`config.mk`:
```
export PLATFORM = sky130hd
export DESIGN_NAME = long_press_toggle
export DESIGN_NICKNAME = d
export VERILOG_FILES = /design/src/rtl/lpt_pkg.sv /design/src/rtl/lpt_datapath.sv /design/src/rtl/lpt_control.sv /design/src/rtl/long_press_toggle.sv
export SDC_FILE = /design/constraint.sdc
export NUM_CORES = 1
export LEC_CHECK = 0
export BUFFER_PORTS_ARGS = -buffer_cell sky130_fd_sc_hd__buf_2
export CAP_MARGIN = 20
export CORE_UTILIZATION = 50
export DETAILED_ROUTE_END_ITERATION = 10
export GPL_ROUTABILITY_DRIVEN = 0
export MAX_ROUTING_LAYER = met4
export PLACE_DENSITY = 0.78
export SYNTH_ARGS = -nofsm -noshare
export SYNTH_HDL_FRONTEND = slang
export SYNTH_SLANG_ARGS = --single-unit
```
`constraint.sdc`:
```
create_clock -name clk -period 3.04 [get_ports clk]
set_clock_uncertainty 0.05 [all_clocks]
set_input_delay 0.608 -clock clk [delete_from_list [all_inputs] [get_ports clk]]
set_output_delay 0.608 -clock clk [all_outputs]
set_load 0.02 [all_outputs]
```
`src/rtl/lpt_pkg.sv`:
```
package lpt_pkg;
  typedef enum logic [1:0] {
    ST_OFF      = 2'd0,  // off, waiting for a press
    ST_ON_REL   = 2'd1,  // just turned on, waiting for release
    ST_ON       = 2'd2,  // on, counting a held press
    ST_OFF_REL  = 2'd3   // just turned off, waiting for release
  } pwr_state_t;

  typedef struct packed {
    logic holdClr;
    logic holdInc;
  } hold_ctl_t;
endpackage

```
`src/rtl/lpt_datapath.sv`:
```
module lpt_datapath
  import lpt_pkg::*;
#(
  parameter int SYNC_STAGES     = 2,
  parameter int DEBOUNCE_CYCLES = 4,
  parameter int HOLD_CYCLES     = 16
) (
  input  logic      clk,
  input  logic      rst,
  input  logic      btnRaw,
  input  hold_ctl_t ctl,
  output logic      btnClean,
  output logic      holdReached
);
  localparam int DB_W   = $clog2(DEBOUNCE_CYCLES + 1);
  localparam int HOLD_W = $clog2(HOLD_CYCLES + 1);
  localparam logic [DB_W-1:0]   DB_LAST  = DB_W'(DEBOUNCE_CYCLES - 1);
  localparam logic [HOLD_W-1:0] HOLD_MAX = HOLD_W'(HOLD_CYCLES);

  logic [SYNC_STAGES-1:0] syncChain;
  logic                   syncQ;
  logic [DB_W-1:0]        dbCnt;
  logic [HOLD_W-1:0]      holdCnt;

  generate
    if (SYNC_STAGES == 1) begin : g_sync1
      always_ff @(posedge clk) begin
        if (rst) syncChain <= '0;
        else     syncChain <= btnRaw;
      end
    end else begin : g_syncN
      always_ff @(posedge clk) begin
        if (rst) syncChain <= '0;
        else     syncChain <= {syncChain[SYNC_STAGES-2:0], btnRaw};
      end
    end
  endgenerate

  assign syncQ = syncChain[SYNC_STAGES-1];

  // Debounce: accept the synchronized level once it differed for DEBOUNCE_CYCLES edges
  always_ff @(posedge clk) begin
    if (rst) begin
      dbCnt    <= '0;
      btnClean <= 1'b0;
    end else if (syncQ == btnClean) begin
      dbCnt <= '0;
    end else if (dbCnt == DB_LAST) begin
      dbCnt    <= '0;
      btnClean <= syncQ;
    end else begin
      dbCnt <= dbCnt + 1'b1;
    end
  end

  // Saturating hold-duration counter
  always_ff @(posedge clk) begin
    if (rst || ctl.holdClr)                  holdCnt <= '0;
    else if (ctl.holdInc && holdCnt != HOLD_MAX) holdCnt <= holdCnt + 1'b1;
  end

  assign holdReached = (holdCnt == HOLD_MAX);


  clean_follows_sync_chk: assert property (@(posedge clk) disable iff (rst)
    (btnClean != $past(btnClean)) |-> ($past(syncQ) == btnClean));


  clean_after_window_chk: assert property (@(posedge clk) disable iff (rst)
    (btnClean != $past(btnClean)) |-> ($past(dbCnt) == DB_LAST));


  no_overflow_chk: assert property (@(posedge clk) disable iff (rst)
    holdCnt <= HOLD_MAX);


  hold_clear_chk: assert property (@(posedge clk) disable iff (rst)
    $past(ctl.holdClr) |-> (holdCnt == '0));
endmodule

```
`src/rtl/lpt_control.sv`:
```
module lpt_control
  import lpt_pkg::*;
(
  input  logic      clk,
  input  logic      rst,
  input  logic      btnClean,
  input  logic      holdReached,
  output hold_ctl_t ctl,
  output logic      powerOn,
  output logic      togglePulse
);
  pwr_state_t state, nextState;
  logic setOn, setOff;

  always_comb begin
    nextState = state;
    ctl       = '0;
    setOn     = 1'b0;
    setOff    = 1'b0;
    case (state)
      ST_OFF: begin
        if (btnClean) begin
          nextState = ST_ON_REL;
          setOn     = 1'b1;
        end
      end
      ST_ON_REL: begin
        ctl.holdClr = 1'b1;
        if (!btnClean) nextState = ST_ON;
      end
      ST_ON: begin
        if (!btnClean) begin
          ctl.holdClr = 1'b1;
        end else if (holdReached) begin
          nextState   = ST_OFF_REL;
          setOff      = 1'b1;
          ctl.holdClr = 1'b1;
        end else begin
          ctl.holdInc = 1'b1;
        end
      end
      ST_OFF_REL: begin
        if (!btnClean) nextState = ST_OFF;
      end
      default: nextState = ST_OFF;
    endcase
  end

  always_ff @(posedge clk) begin
    if (rst) begin
      state       <= ST_OFF;
      powerOn     <= 1'b0;
      togglePulse <= 1'b0;
    end else begin
      state       <= nextState;
      togglePulse <= setOn | setOff;
      if (setOn)       powerOn <= 1'b1;
      else if (setOff) powerOn <= 1'b0;
    end
  end


  pulse_on_change_chk: assert property (@(posedge clk) disable iff (rst)
    (powerOn != $past(powerOn)) == togglePulse);


  on_needs_press_chk: assert property (@(posedge clk) disable iff (rst)
    $rose(powerOn) |-> $past(btnClean));


  off_needs_hold_chk: assert property (@(posedge clk) disable iff (rst)
    $fell(powerOn) |-> ($past(btnClean) && $past(holdReached)));


  no_bounce_back_chk: assert property (@(posedge clk) disable iff (rst)
    $rose(powerOn) |=> powerOn);
endmodule

```
`src/rtl/long_press_toggle.sv`:
```
module long_press_toggle
  import lpt_pkg::*;
#(
  parameter int SYNC_STAGES     = 2,
  parameter int DEBOUNCE_CYCLES = 4,
  parameter int HOLD_CYCLES     = 16
) (
  input  logic clk,
  input  logic rst,
  input  logic btnRaw,
  output logic powerOn,
  output logic togglePulse
);
  hold_ctl_t ctl;
  logic      btnClean;
  logic      holdReached;

  lpt_datapath #(
    .SYNC_STAGES    (SYNC_STAGES),
    .DEBOUNCE_CYCLES(DEBOUNCE_CYCLES),
    .HOLD_CYCLES    (HOLD_CYCLES)
  ) u_datapath (
    .clk        (clk),
    .rst        (rst),
    .btnRaw     (btnRaw),
    .ctl        (ctl),
    .btnClean   (btnClean),
    .holdReached(holdReached)
  );

  lpt_control u_control (
    .clk        (clk),
    .rst        (rst),
    .btnClean   (btnClean),
    .holdReached(holdReached),
    .ctl        (ctl),
    .powerOn    (powerOn),
    .togglePulse(togglePulse)
  );


  reset_off_chk: assert property (@(posedge clk)
    $past(rst) |-> (!powerOn && !togglePulse));
endmodule

```
==> Yosys cells after proc, flatten, opt, wreduce, memory -nomap -nowiden <==
Index checks and enable logic that the tools add are counted.
{ "totals": {"mem_count": 0, "ff_bits": 15, "input_bits": 3, "output_inout_bits": 2, "mem_bits_rw": 0, "rom_bits": 0, "latch_bits": 0, "wordCells": 48} }
{ "classes": {"reduce_logical": 7, "magnitude_cmp": 0, "n_div": 0, "n_eq_ne": 12, "bitwise_logic": 2, "n_mul": 0, "n_addsub": 2, "n_mux": 18, "shift": 0} }
{ "op_table": {"columns": ["operator", "n"], "rows": [
  ["1-bit 2-to-1 mux", 11],
  ["2-bit 2-to-1 mux", 5],
  ["2-bit inequality test (second input constant)", 5],
  ["2-bit one-hot mux with 4 select lines", 1],
  ["5-bit by 1-bit adder with 5-bit output (second input constant)", 1],
  ["5-bit equality test (second input constant)", 1],
  ["5-bit inequality test (second input constant)", 1],
  ["5-bit AND reduction", 1],
  ["2-bit equality test (second input constant)", 2],
  ["3-bit by 1-bit adder with 3-bit output (second input constant)", 1],
  ["3-bit by 2-bit equality test with 1-bit output (second input constant)", 1],
  ["3-bit OR reduction", 1],
  ["2-bit by 1-bit equality test with 1-bit output (second input constant)", 1],
  ["2-bit zero test", 1],
  ["1-bit one-hot mux with 2 select lines", 1],
  ["2-bit AND reduction", 1],
  ["2-bit nonzero test", 1],
  ["1-bit equality test", 1],
  ["1-bit logical AND", 1],
  ["1-bit logical OR", 1],
  ["1-bit NOT", 1],
  ["1-bit bitwise OR", 1]
]} }

==> Depth between registers and ports, before layout <==
Gate-level depths: netlist of the first run.
{ "logic_depth": {"depth_word": 6, "mapped_depth": 6, "ltp_nobuf": 5} }

==> By module <==
From an unflattened synthesis of the first run, not the netlist that was laid out.
{ "unflattened": {"cells_unflattened": 78, "area_unflattened_um2": 763.2} }
{ "by_module_without_submodules": {"columns": ["mod", "instances", "area_per_inst_um2", "cells_per_inst", "seq_area_each_um2"], "rows": [
  ["lpt_datapath", 1, 466.7, 48, 220.2],
  ["lpt_control", 1, 296.5, 30, 80.1]
]} }

==> Worst setup path after synthesis of the first run <==
Ideal clock, no wire load.
{ "synth_timing": {"path_kind": "register -> register", "from": "register u_datapath.holdCnt[0]", "to": "register u_datapath.holdCnt[2]", "arrival_ns": 1.340, "period_less_slack_ns": 1.476, "path_slack_ns": 1.564, "path_stages_with_launch": 6, "t_required_ns": 2.904, "n_path_buf": 0, "setup_time_ns": 0.086, "path_cell_list": "dfxtp_1 -> inv_1 -> ha_1 -> and4bb_4 -> or3_1 -> a221oi_2"} }
{ "synth_between": {"elab_chain_len": 5, "elab_cells_between_ends": 11, "classes_between": "add/sub: 1; eq/ne: 2; mux: 6; reduce/logical: 2"} }
{ "synth_lines": {"columns": ["element", "line", "source"], "rows": [
  ["from (decl)", "lpt_datapath.sv:23", "logic [HOLD_W-1:0] holdCnt;"],
  ["from (signal assigned)", "lpt_datapath.sv:59", "else if (ctl.holdInc && holdCnt != HOLD_MAX) holdCnt <= holdCnt + 1'b1;"],
  ["5-bit equality test", "lpt_datapath.sv:62", "assign holdReached = (holdCnt == HOLD_MAX);"],
  ["1-bit 2-to-1 mux", "lpt_control.sv:34", "end else if (holdReached) begin"],
  ["1-bit 2-to-1 mux", "lpt_control.sv:32", "if (!btnClean) begin"],
  ["1-bit one-hot mux with 2 select lines / 1-bit 2-to-1 mux (equally long branches)", "lpt_control.sv:20", "case (state)"],
  ["1-bit logical OR / 1-bit logical AND (equally long branches)", "lpt_datapath.sv:58, lpt_datapath.sv:59", null]
]} }
Several ways; a longest one is shown, not always the timed one.
A chain may end at the register's enable or synchronous reset.

==> Worst setup path in the final report of the first run <==
{ "layout_timing": {"from": "register u_control.state[0]", "to": "register u_datapath.holdCnt[3]"} }
{ "layout_between": {"elab_chain_len": 3, "elab_cells_between_ends": 6, "classes_between": "eq/ne: 2; mux: 2; reduce/logical: 2"} }
{ "layout_lines": {"columns": ["element", "line", "source"], "rows": [
  ["from (decl)", "lpt_control.sv:12", "pwr_state_t state, nextState;"],
  ["from (signal assigned)", "lpt_control.sv:55", "state <= nextState;"],
  ["2-bit equality test / 2-bit by 1-bit equality test with 1-bit output (equally long branches)", "lpt_control.sv:20", null],
  ["1-bit one-hot mux with 2 select lines / 1-bit 2-to-1 mux (equally long branches)", "lpt_control.sv:20", null],
  ["1-bit logical OR / 1-bit logical AND (equally long branches)", "lpt_datapath.sv:58, lpt_datapath.sv:59", null]
]} }
Several ways; a longest one is shown, not always the timed one.

==> results of run 1 <==
-- stage by stage --
stage	power, uW	setup WS (ns)	hold slack (ns)	instances	instance area [um^2]
floorplan	285	1.56	0.349	82	749
global placement	299	1.48	0.358	98	772
global route	438	1.19	0.403	102	800
detailed placement	305	1.43	0.374	98	772
finish	417	1.41	0.384	102	800
CTS	421	1.39	0.387	102	800
-- layout by cell type, fill, tap and decap left out, drive strengths merged --
cell type	count
xnor2	1
o221ai	1
clkbuf	3
o21ai	6
a21o	1
nor2	5
mux2i	2
a221oi	2
nor2b	2
and4bb	1
nand4bb	1
or3	4
clkinv	1
nand2	6
dfxtp	15
nor3	1
nand3	4
a21oi	3
buf	4
inv	8
a211oi	4
nand2b	2
ha	8
and2	1
a31o	1
-- area by class of cell --
cell class | instances | area, um^2 | area share [%]
Clock buffer | 3 | 22.5 | 2.82
Clock inverter | 1 | 5.00 | 0.626
Inverter | 8 | 30.0 | 3.76
Multi-Input combinational cell | 56 | 403 | 50.4
Sequential cell | 15 | 300 | 37.6
Tap cell | 15 | 18.8 | 2.35
Timing Repair Buffer | 4 | 20.0 | 2.50
-- synthesized netlist by cell type --
library cell / count / area [um^2]
o21ai_0: 6 / 30.0
clkbuf_1: 1 / 3.75
a21o_1: 1 / 7.51
nand3_1: 4 / 20.0
a221oi_1: 1 / 8.76
nor3_1: 1 / 5.00
and4bb_4: 1 / 16.3
or3_1: 4 / 25.0
buf_4: 1 / 7.51
xnor2_1: 1 / 8.76
a21oi_1: 3 / 15.0
a31o_2: 1 / 8.76
nand2_1: 6 / 22.5
and2_1: 1 / 6.26
a221oi_2: 1 / 15.0
ha_1: 8 / 100
nor2b_1: 2 / 12.5
buf_2: 1 / 5.00
dfxtp_1: 15 / 300
mux2i_1: 2 / 20.0
nor2_1: 5 / 18.8
nand2b_1: 2 / 12.5
a211oi_1: 4 / 30.0
nand4bb_1: 1 / 11.3
inv_1: 8 / 30.0
o221ai_1: 1 / 8.76
-- power breakdown --
part	switching [uW]	internal, uW	total (uW)
combinational	51.6	36.4	88.0
sequential	7.23	205	213
clock	67.0	49.0	116
-- logic make-up (layout without fill, tap and decap cells) --
logic type	count (synthesis)	in the layout	share of synthesized area (%)
DFF	15	15	40.1
muxes	2	2	2.67
AOI/OAI and AO/OA	18	18	16.5
adders and majority gates	8	8	13.4
buffers and inverters	11	16	6.18
xor gates and xnor gates	1	1	1.17
and+or+nand+nor	27	27	20.0
-- how the worst max path moves through the flow --
stage,slack [ns],depth (start not counted),startpoint,endpoint
floorplan,1.56,5,u_datapath.holdCnt[0],u_datapath.holdCnt[2]
global placement,1.48,5,u_control.state[0],u_datapath.holdCnt[4]
detailed placement,1.43,5,u_control.state[1],u_control.state[0]
CTS,1.39,5,u_control.state[1],u_control.state[0]
global route,1.19,5,u_control.state[0],u_datapath.holdCnt[3]
finish,1.41,5,u_control.state[0],u_datapath.holdCnt[3]
-- registers in the layout, indices dropped and copies added, names as in the netlist --
name,count
u_datapath.dbCnt,3
u_control.powerOn,1
u_datapath.btnClean,1
u_datapath.syncChain,2
u_control.togglePulse,1
u_control.state,2
u_datapath.holdCnt,5
-- metal layers --
layer	share of wire, %	vias to the layer above
li1	-	297
met1	45	257
met2	46	13
met3	4.1	7
met4	4.8	0
met5	0	-
==> impl_metrics.tcl, run 1 <==
set metrics [dict create \
    status "finished, final reports clean" \
    setup.worst_path.start_class "register" \
    fillers 127 \
    clk_pin_slew_worst_paths_ns 0.09 \
    drive_gt1_share_pct 12.6 \
    worstSetupPathType "register to register" \
    grtUsageTotal_pct 21.0 \
    use_met1_pct 22.8 \
    pwr_density_cell_nw_per_um2 521 \
    final_util_pct 59.2 \
    coreArea_um2 1350 \
    htreeDepth 1 \
    slew_headroom_pct 77.7 \
    r2r_cells 5 \
    via_per_inst 5.63 \
    syn_nets 93 \
    yosysWarnings 0 \
    hp-class "register to register" \
    min_to "u_datapath.dbCnt[0]" \
    first_iter_violations 15 \
    reg2reg_from "u_control.state[0]" \
    end_kind "register" \
    tightest_slew_ns 0.335 \
    hold_buffers 0 \
    syn_area_um2 749 \
    grt-ovfl-total 0 \
    min_period_over_period_pct 53.7 \
    antennaDiodeCount 0 \
    nNetsFinal 99 \
    ys_seq_elements 15 \
    start_util_pct 55.5 \
    path_cells "inv_1, ha_1, nand3_1, or3_1, a211oi_1" \
    met3_usage_pct 6.52 \
    finalCriticalPeriod_ns 1.63 \
    hpwl_um 971 \
    final-setup-viol-count 0 \
    finalMaxSlewViolations 0 \
    num_rows 13 \
    ir_worst_vdd_uv 357 \
    top_usage_layer "met2" \
    portBuffers 4 \
    critPathRequiredTime_ns 3.20 \
    clk_latency_ns 0.29 \
    cts_buffer_depth 2 \
    ant_nets 0 \
    synth_cell_types 26 \
    first_pass_iters 4 \
    yosysSeqAreaShare_pct 40.1 \
    fmax_mhz 613 \
    synthCells 82 \
    whs_path_depth 1 \
    critPathArrivalTime_ns 1.79 \
    reg2reg_slack_ns 1.41 \
    cts_setup_buffers 0 \
    wl_mm 1.28 \
    p_leak_uw 0.000297 \
    cts_root_buffer "clkbuf_4" \
    crit_fanout 9 \
    routedWlPerCell_um 12.5 \
    avgSynthCellArea_um2 9.14 \
    cts.sinks 15 \
    critPathBufInv 1 \
    grt_max_degree 12 \
    ioPinCount 5 \
    grt_use_met2_pct 29.8 \
    hold_start "u_datapath.dbCnt[0]" \
    r2r-end "u_datapath.holdCnt[3]" \
    syn2layout_area_growth_pct 6.68 \
    crit_slowest_cell "or3_1" \
    cts_buffers 3 \
    cp_top_family "simple AND/OR/NAND/NOR gates" \
    drc 0 \
    cts_tree "yes" \
    slowest_delay_ns 0.36 \
    die-area_um2 1660 \
    grt_pass1_wl_mm 2.06 \
    max_cap_violations 0 \
    vias 574 \
    die_w_um 40.7 \
    ctsResizeCount 0 \
    rsz0062_at_grt "no" \
    setup-tns-final_ns 0 \
    hold_viol 0 \
    die_h_um 40.7 \
    grt_pass1_vias 500 \
    antenna_found_initial 0 \
]
Note: power is estimated with default switching activity, not from simulation.
==> run 2: changes to the inputs <==
Settings changed: ABC_AREA set to 1.
Clock period 3.04 ns to 1.6 ns, I/O delays scaled along.
==> run 2 against run 1 <==
Die area up 8.9%. Critical endpoint is now u_datapath.holdCnt[4]. Synthesized cell count up 33%. Synthesized area up 9.3%. Final cell count up 29%. Flip-flop and latch count unchanged. Critical path type unchanged.
==> impl_metrics.tcl, run 2 <==
set metrics [dict create \
    antennaDiodeCount 0 \
    critPathRequiredTime_ns 1.79 \
    start_util_pct 53.8 \
    grt_pass1_wl_mm 2.31 \
    top_register "u_datapath.holdCnt" \
    synth_edf_count 0 \
    yosysMostFrequentCell "nand2_1" \
    antenna_found_initial 0 \
    setup-tns-final_ns 0 \
    holdWs_ns 0.166 \
    yosysSeqAreaShare_pct 36.6 \
    via_per_inst 4.81 \
    cts_buffers 3 \
    synthCells 109 \
    end_kind "register" \
    wl_mm 1.31 \
    async_reset_ff_share_pct 0 \
    grt_max_degree 11 \
    dpl.cell_count 128 \
    portBuffers 4 \
    hp-class "primary input to register" \
    ctsResizeCount 0 \
    synth_top_family_by_area "simple AND/OR/NAND/NOR gates" \
    ir_worst_vdd_uv 590 \
    reg_top3 "u_datapath.holdCnt x5, u_datapath.dbCnt x3" \
    htreeDepth 1 \
    synth-simple-area-share_pct 29.6 \
    worstSetupPathType "register to register" \
    synthAdderAreaFrac_pct 12.2 \
    p_leak_uw 0.000363 \
    synth_cell_types 17 \
    cts.sinks 15 \
    synth_largest_area_cell "dfxtp_1" \
    hold_buffers 0 \
    cts_buffer_depth 2 \
    vias 635 \
    max_cap_violations 0 \
    grtUsageTotal_pct 17.7 \
    nNetsFinal 128 \
    clk_pin_slew_worst_paths_ns 0.10 \
    syn2layout_area_growth_pct 7.18 \
    min_period_over_period_pct 87.5 \
    die_w_um 42.5 \
    synthTopCellsByCount "nand2_1, inv_1, dfxtp_1" \
    syn_area_um2 820 \
    synth_compound_area_share_pct 10.5 \
    post-place-ws_ns 0.220 \
    ys_seq_elements 15 \
    fmax_mhz 714 \
    first_iter_violations 11 \
    largest_reg_flops 5 \
    hold_start "btnRaw" \
    ys.flop_type "dfxtp_1" \
    final_cell_mix "nand2_1, inv_1, dfxtp_1" \
    slew_headroom_pct 77.2 \
    yosysWarnings 0 \
    r2r-end "u_datapath.holdCnt[4]" \
    setup.worst_path.start_class "register" \
    pwr_density_cell_nw_per_um2 927 \
    synth_xor_area_share_pct 0 \
    cts_setup_buffers 0 \
    tightest_slew_ns 0.341 \
    cts_root_buffer "clkbuf_4" \
    r2r_cells 9 \
    grt_pass1_vias 608 \
    drive_gt1_share_pct 20.7 \
    finalMaxSlewViolations 0 \
    min_to "u_datapath.syncChain[0]" \
    first_pass_iters 4 \
    final-setup-viol-count 0 \
    fin_ws_ns 0.200 \
    coreArea_um2 1520 \
    grt-ovfl-total 0 \
    crit_fanout 6 \
    avgSynthCellArea_um2 7.52 \
    finalCriticalPeriod_ns 1.40 \
    synth.area.mux_share_pct 0 \
    critPathArrivalTime_ns 1.59 \
    whs_path_depth 3 \
    synth_top_area_share_pct 36.6 \
    ant_nets 0 \
    status "finished, final reports clean" \
    die_h_um 42.5 \
    routedWlPerCell_um 9.90 \
    instances_no_fill 132 \
    num_rows 14 \
    reg2reg_slack_ns 0.20 \
    synthTopCellsByArea "dfxtp_1, ha_1, nand2_1" \
    reg2reg_from "u_datapath.holdCnt[0]" \
    cts_tree "yes" \
    die-area_um2 1800 \
    hpwl_mm 1.03 \
    ioPinCount 5 \
    hold_viol 0 \
    drc 0 \
    clk_latency_ns 0.30 \
    final_common_cell "nand2_1" \
    rsz0062_at_grt "no" \
    syn_nets 120 \
]
run 2: metal layers:
layer | vias to the layer above | global-route usage, % | wire [um] | share of wire [%]
met4 | 0 | 13.1 | 41 | 3.1
met2 | 8 | 28.0 | 615 | 47
met1 | 272 | 20.1 | 621 | 48
met3 | 5 | 2.59 | 29 | 2.2
li1 | 350 | - | - | -
met5 | - | - | 0 | 0
run 2: where the power goes:
| group | switching (uW) | internal (uW) | total, uW |
|---|---|---|---|
| clock | 140 | 95.3 | 235 |
| sequential | 15.6 | 391 | 406 |
| combinational | 109 | 64.1 | 173 |
| total | 264 | 550 | 814 |
run 2: critical path, stage by stage, from the launching register on:
cell,delay (ns)
dfxtp_1,0.41
inv_1,0.08
ha_1,0.20
nand2_1,0.07
clkinv_1,0.11
nand2_4,0.12
nand2_4,0.08
inv_2,0.07
nand2_1,0.06
a21oi_2,0.10
run 2: cell families after synthesis:
| family | Yosys count |
|---|---|
| buf+inv | 22 |
| compound gates | 13 |
| fa+ha+maj | 8 |
| simple gates | 51 |
| flops | 15 |
run 2: worst max path at each step:
stage | start | slack [ns] | to | cells after the start
3_5_place_dp | u_datapath.holdCnt[0] | 0.22 | u_datapath.holdCnt[3] | 9
6_report | u_datapath.holdCnt[0] | 0.20 | u_datapath.holdCnt[4] | 9
3_3_place_gp | u_datapath.holdCnt[0] | 0.24 | u_datapath.holdCnt[4] | 9
2_1_floorplan | u_datapath.holdCnt[0] | 0.35 | u_control.state[1] | 8
5_1_grt | u_datapath.holdCnt[0] | 0.09 | u_control.state[1] | 9
4_1_cts | u_datapath.holdCnt[0] | 0.20 | u_datapath.holdCnt[4] | 9
run 2: metrics by stage:
stage	power (uW)	utilization [%]	cell area, um^2
4_1_cts	820	57.6	878
6_report	814	57.6	878
3_3_place_gp	578	55.7	848
3_5_place_dp	587	55.7	848
2_1_floorplan	553	-	820
5_1_grt	862	57.6	878
run 2: cell type report:
type | count | area (um^2)
Clock buffer | 3 | 22.5
Clock inverter | 1 | 7.51
Fill cell | 148 | 646
Inverter | 21 | 78.8
Multi-Input combinational cell | 72 | 429
Sequential cell | 15 | 300
Tap cell | 16 | 20.0
Timing Repair Buffer | 4 | 20.0
==> run 3: changes to the inputs <==
Clock period 1.6 ns to 1.4 ns, I/O delays scaled along.
==> run 3 against run 2 <==
Non-clock buffer count rose by 2. Final cell count rose by 1.5%. Total power up 13%. Setup slack worse by 0.081 ns. Sequential power grew 15%. Core utilization grew 1.2 points. Critical path depth down 2. First-iteration DRC count fell by 36%. Critical endpoint unchanged. Combinational power increased by 18%. Largest power group unchanged. Hold slack worse by 0.030 ns. Flip-flop and latch count did not move. Via count increased by 5.2%. Largest cell class unchanged.
==> impl_metrics.tcl, run 3 (synthesis results as in run 2) <==
set metrics [dict create \
    cts_buffers 3 \
    ctsResizeCount 0 \
    first_pass_iters 4 \
    whs_path_depth 3 \
    drive_gt1_share_pct 25.4 \
    cts_root_buffer "clkbuf_4" \
    cts_tree "yes" \
    grt_use_met2_pct 26.8 \
    clk_pin_slew_worst_paths_ns 0.09 \
    reg_top3 "u_datapath.holdCnt x5, u_datapath.dbCnt x3" \
    die-area_um2 1800 \
    hp-class "primary input to register" \
    drc 0 \
    cts_setup_buffers 0 \
    met3_usage_pct 2.59 \
    hpwl_um 976 \
    syn2layout_area_growth_pct 9.47 \
    final_util_pct 58.9 \
    top_usage_layer "met2" \
    clk_latency_ns 0.29 \
    antenna_found_initial 0 \
    first_iter_violations 7 \
    grt-ovfl-total 0 \
    worstSetupPathType "register to register" \
    grt_pass1_wl_mm 2.26 \
    status "finished, final reports clean" \
    antennaDiodeCount 0 \
    r2r_cells 7 \
    critPathRequiredTime_ns 1.54 \
    start_util_pct 53.8 \
    num_rows 14 \
    cts.sinks 15 \
    max_cap_violations 0 \
    final-setup-viol-count 0 \
    p_leak_uw 0.000382 \
    nNetsFinal 130 \
    vias 668 \
    die_w_um 42.5 \
    hold_viol 0 \
    fmax_mhz 780 \
    hold_buffers 0 \
    setup-tns-final_ns 0 \
    finalMaxSlewViolations 0 \
    via_per_inst 4.99 \
    crit_fanout 5 \
    rsz0062_at_grt "no" \
    ant_nets 0 \
    ir_worst_vdd_uv 828 \
    grt_pass1_vias 589 \
    top_register "u_datapath.holdCnt" \
    routedWlPerCell_um 9.61 \
    portBuffers 4 \
    slew_headroom_pct 77.7 \
    final_cell_mix "nand2_1, inv_1, dfxtp_1" \
    htreeDepth 1 \
    critPathArrivalTime_ns 1.42 \
    use_met1_pct 19.8 \
    min_period_over_period_pct 91.5 \
    ioPinCount 5 \
    final_common_cell "nand2_1" \
    grtUsageTotal_pct 16.9 \
    cts_buffer_depth 2 \
    end_kind "register" \
    die_h_um 42.5 \
    grt_max_degree 10 \
    setup.worst_path.start_class "register" \
    wl_mm 1.29 \
    largest_reg_flops 5 \
    pwr_density_cell_nw_per_um2 1030 \
    finalCriticalPeriod_ns 1.28 \
    coreArea_um2 1520 \
    tightest_slew_ns 0.334 \
]
[run 3: changes by cell type in the layout (fill, tap and decap cells not counted), sizes merged]
cell	delta
buf	+2
clkinvlp	-1
inv	+1
[run 3: per-stage QoR]
stage	hold slack, ns	power [uW]	setup WS, ns	area, um^2	cells
after global routing	0.124	975	0.0146	897	134
final	0.136	922	0.119	897	134
after detailed placement	0.350	670	0.0546	863	130
after CTS	0.129	917	0.0309	891	134
after floorplan	0.299	632	0.148	820	109
after global placement	0.342	661	0.111	863	130
[run 3: cell type report]
class / count / area, um^2
Inverter: 21 / 78.8
Clock inverter: 1 / 5.00
Sequential cell: 15 / 302
Clock buffer: 3 / 22.5
Multi-Input combinational cell: 72 / 434
Tap cell: 16 / 20.0
Fill cell: 137 / 627
Timing Repair Buffer: 6 / 35.0
[run 3: power breakdown]
group          switching, uW  total [uW]  internal (uW)
clock                    145         251            106
sequential              18.2         466            448
combinational            127         205           77.6
total                    290         922            632
[run 3: critical path, cell delays in order (launching register included)]
cell and delay (ns):
dfxtp_1 0.39, inv_1 0.08, ha_1 0.27, inv_1 0.05, nor2_1 0.12, nand2_2 0.08
nand2_4 0.11, a21oi_2 0.04
[run 3: path summary, 6_finish.rpt]
kind,start,to,slack [ns]
setup reg to reg,u_control.state[1],u_datapath.holdCnt[4],0.12
hold reg to reg,u_datapath.syncChain[0],u_datapath.syncChain[1],0.36
hold / removal,btnRaw,u_datapath.syncChain[0],0.14
setup / recovery,u_control.state[1],u_datapath.holdCnt[4],0.12
[run 3: layer usage]
layer / vias up / routed length (um)
li1: 365 / -
met1: 290 / 605
met2: 7 / 620
met3: 6 / 29
met4: 0 / 32
met5: - / 0
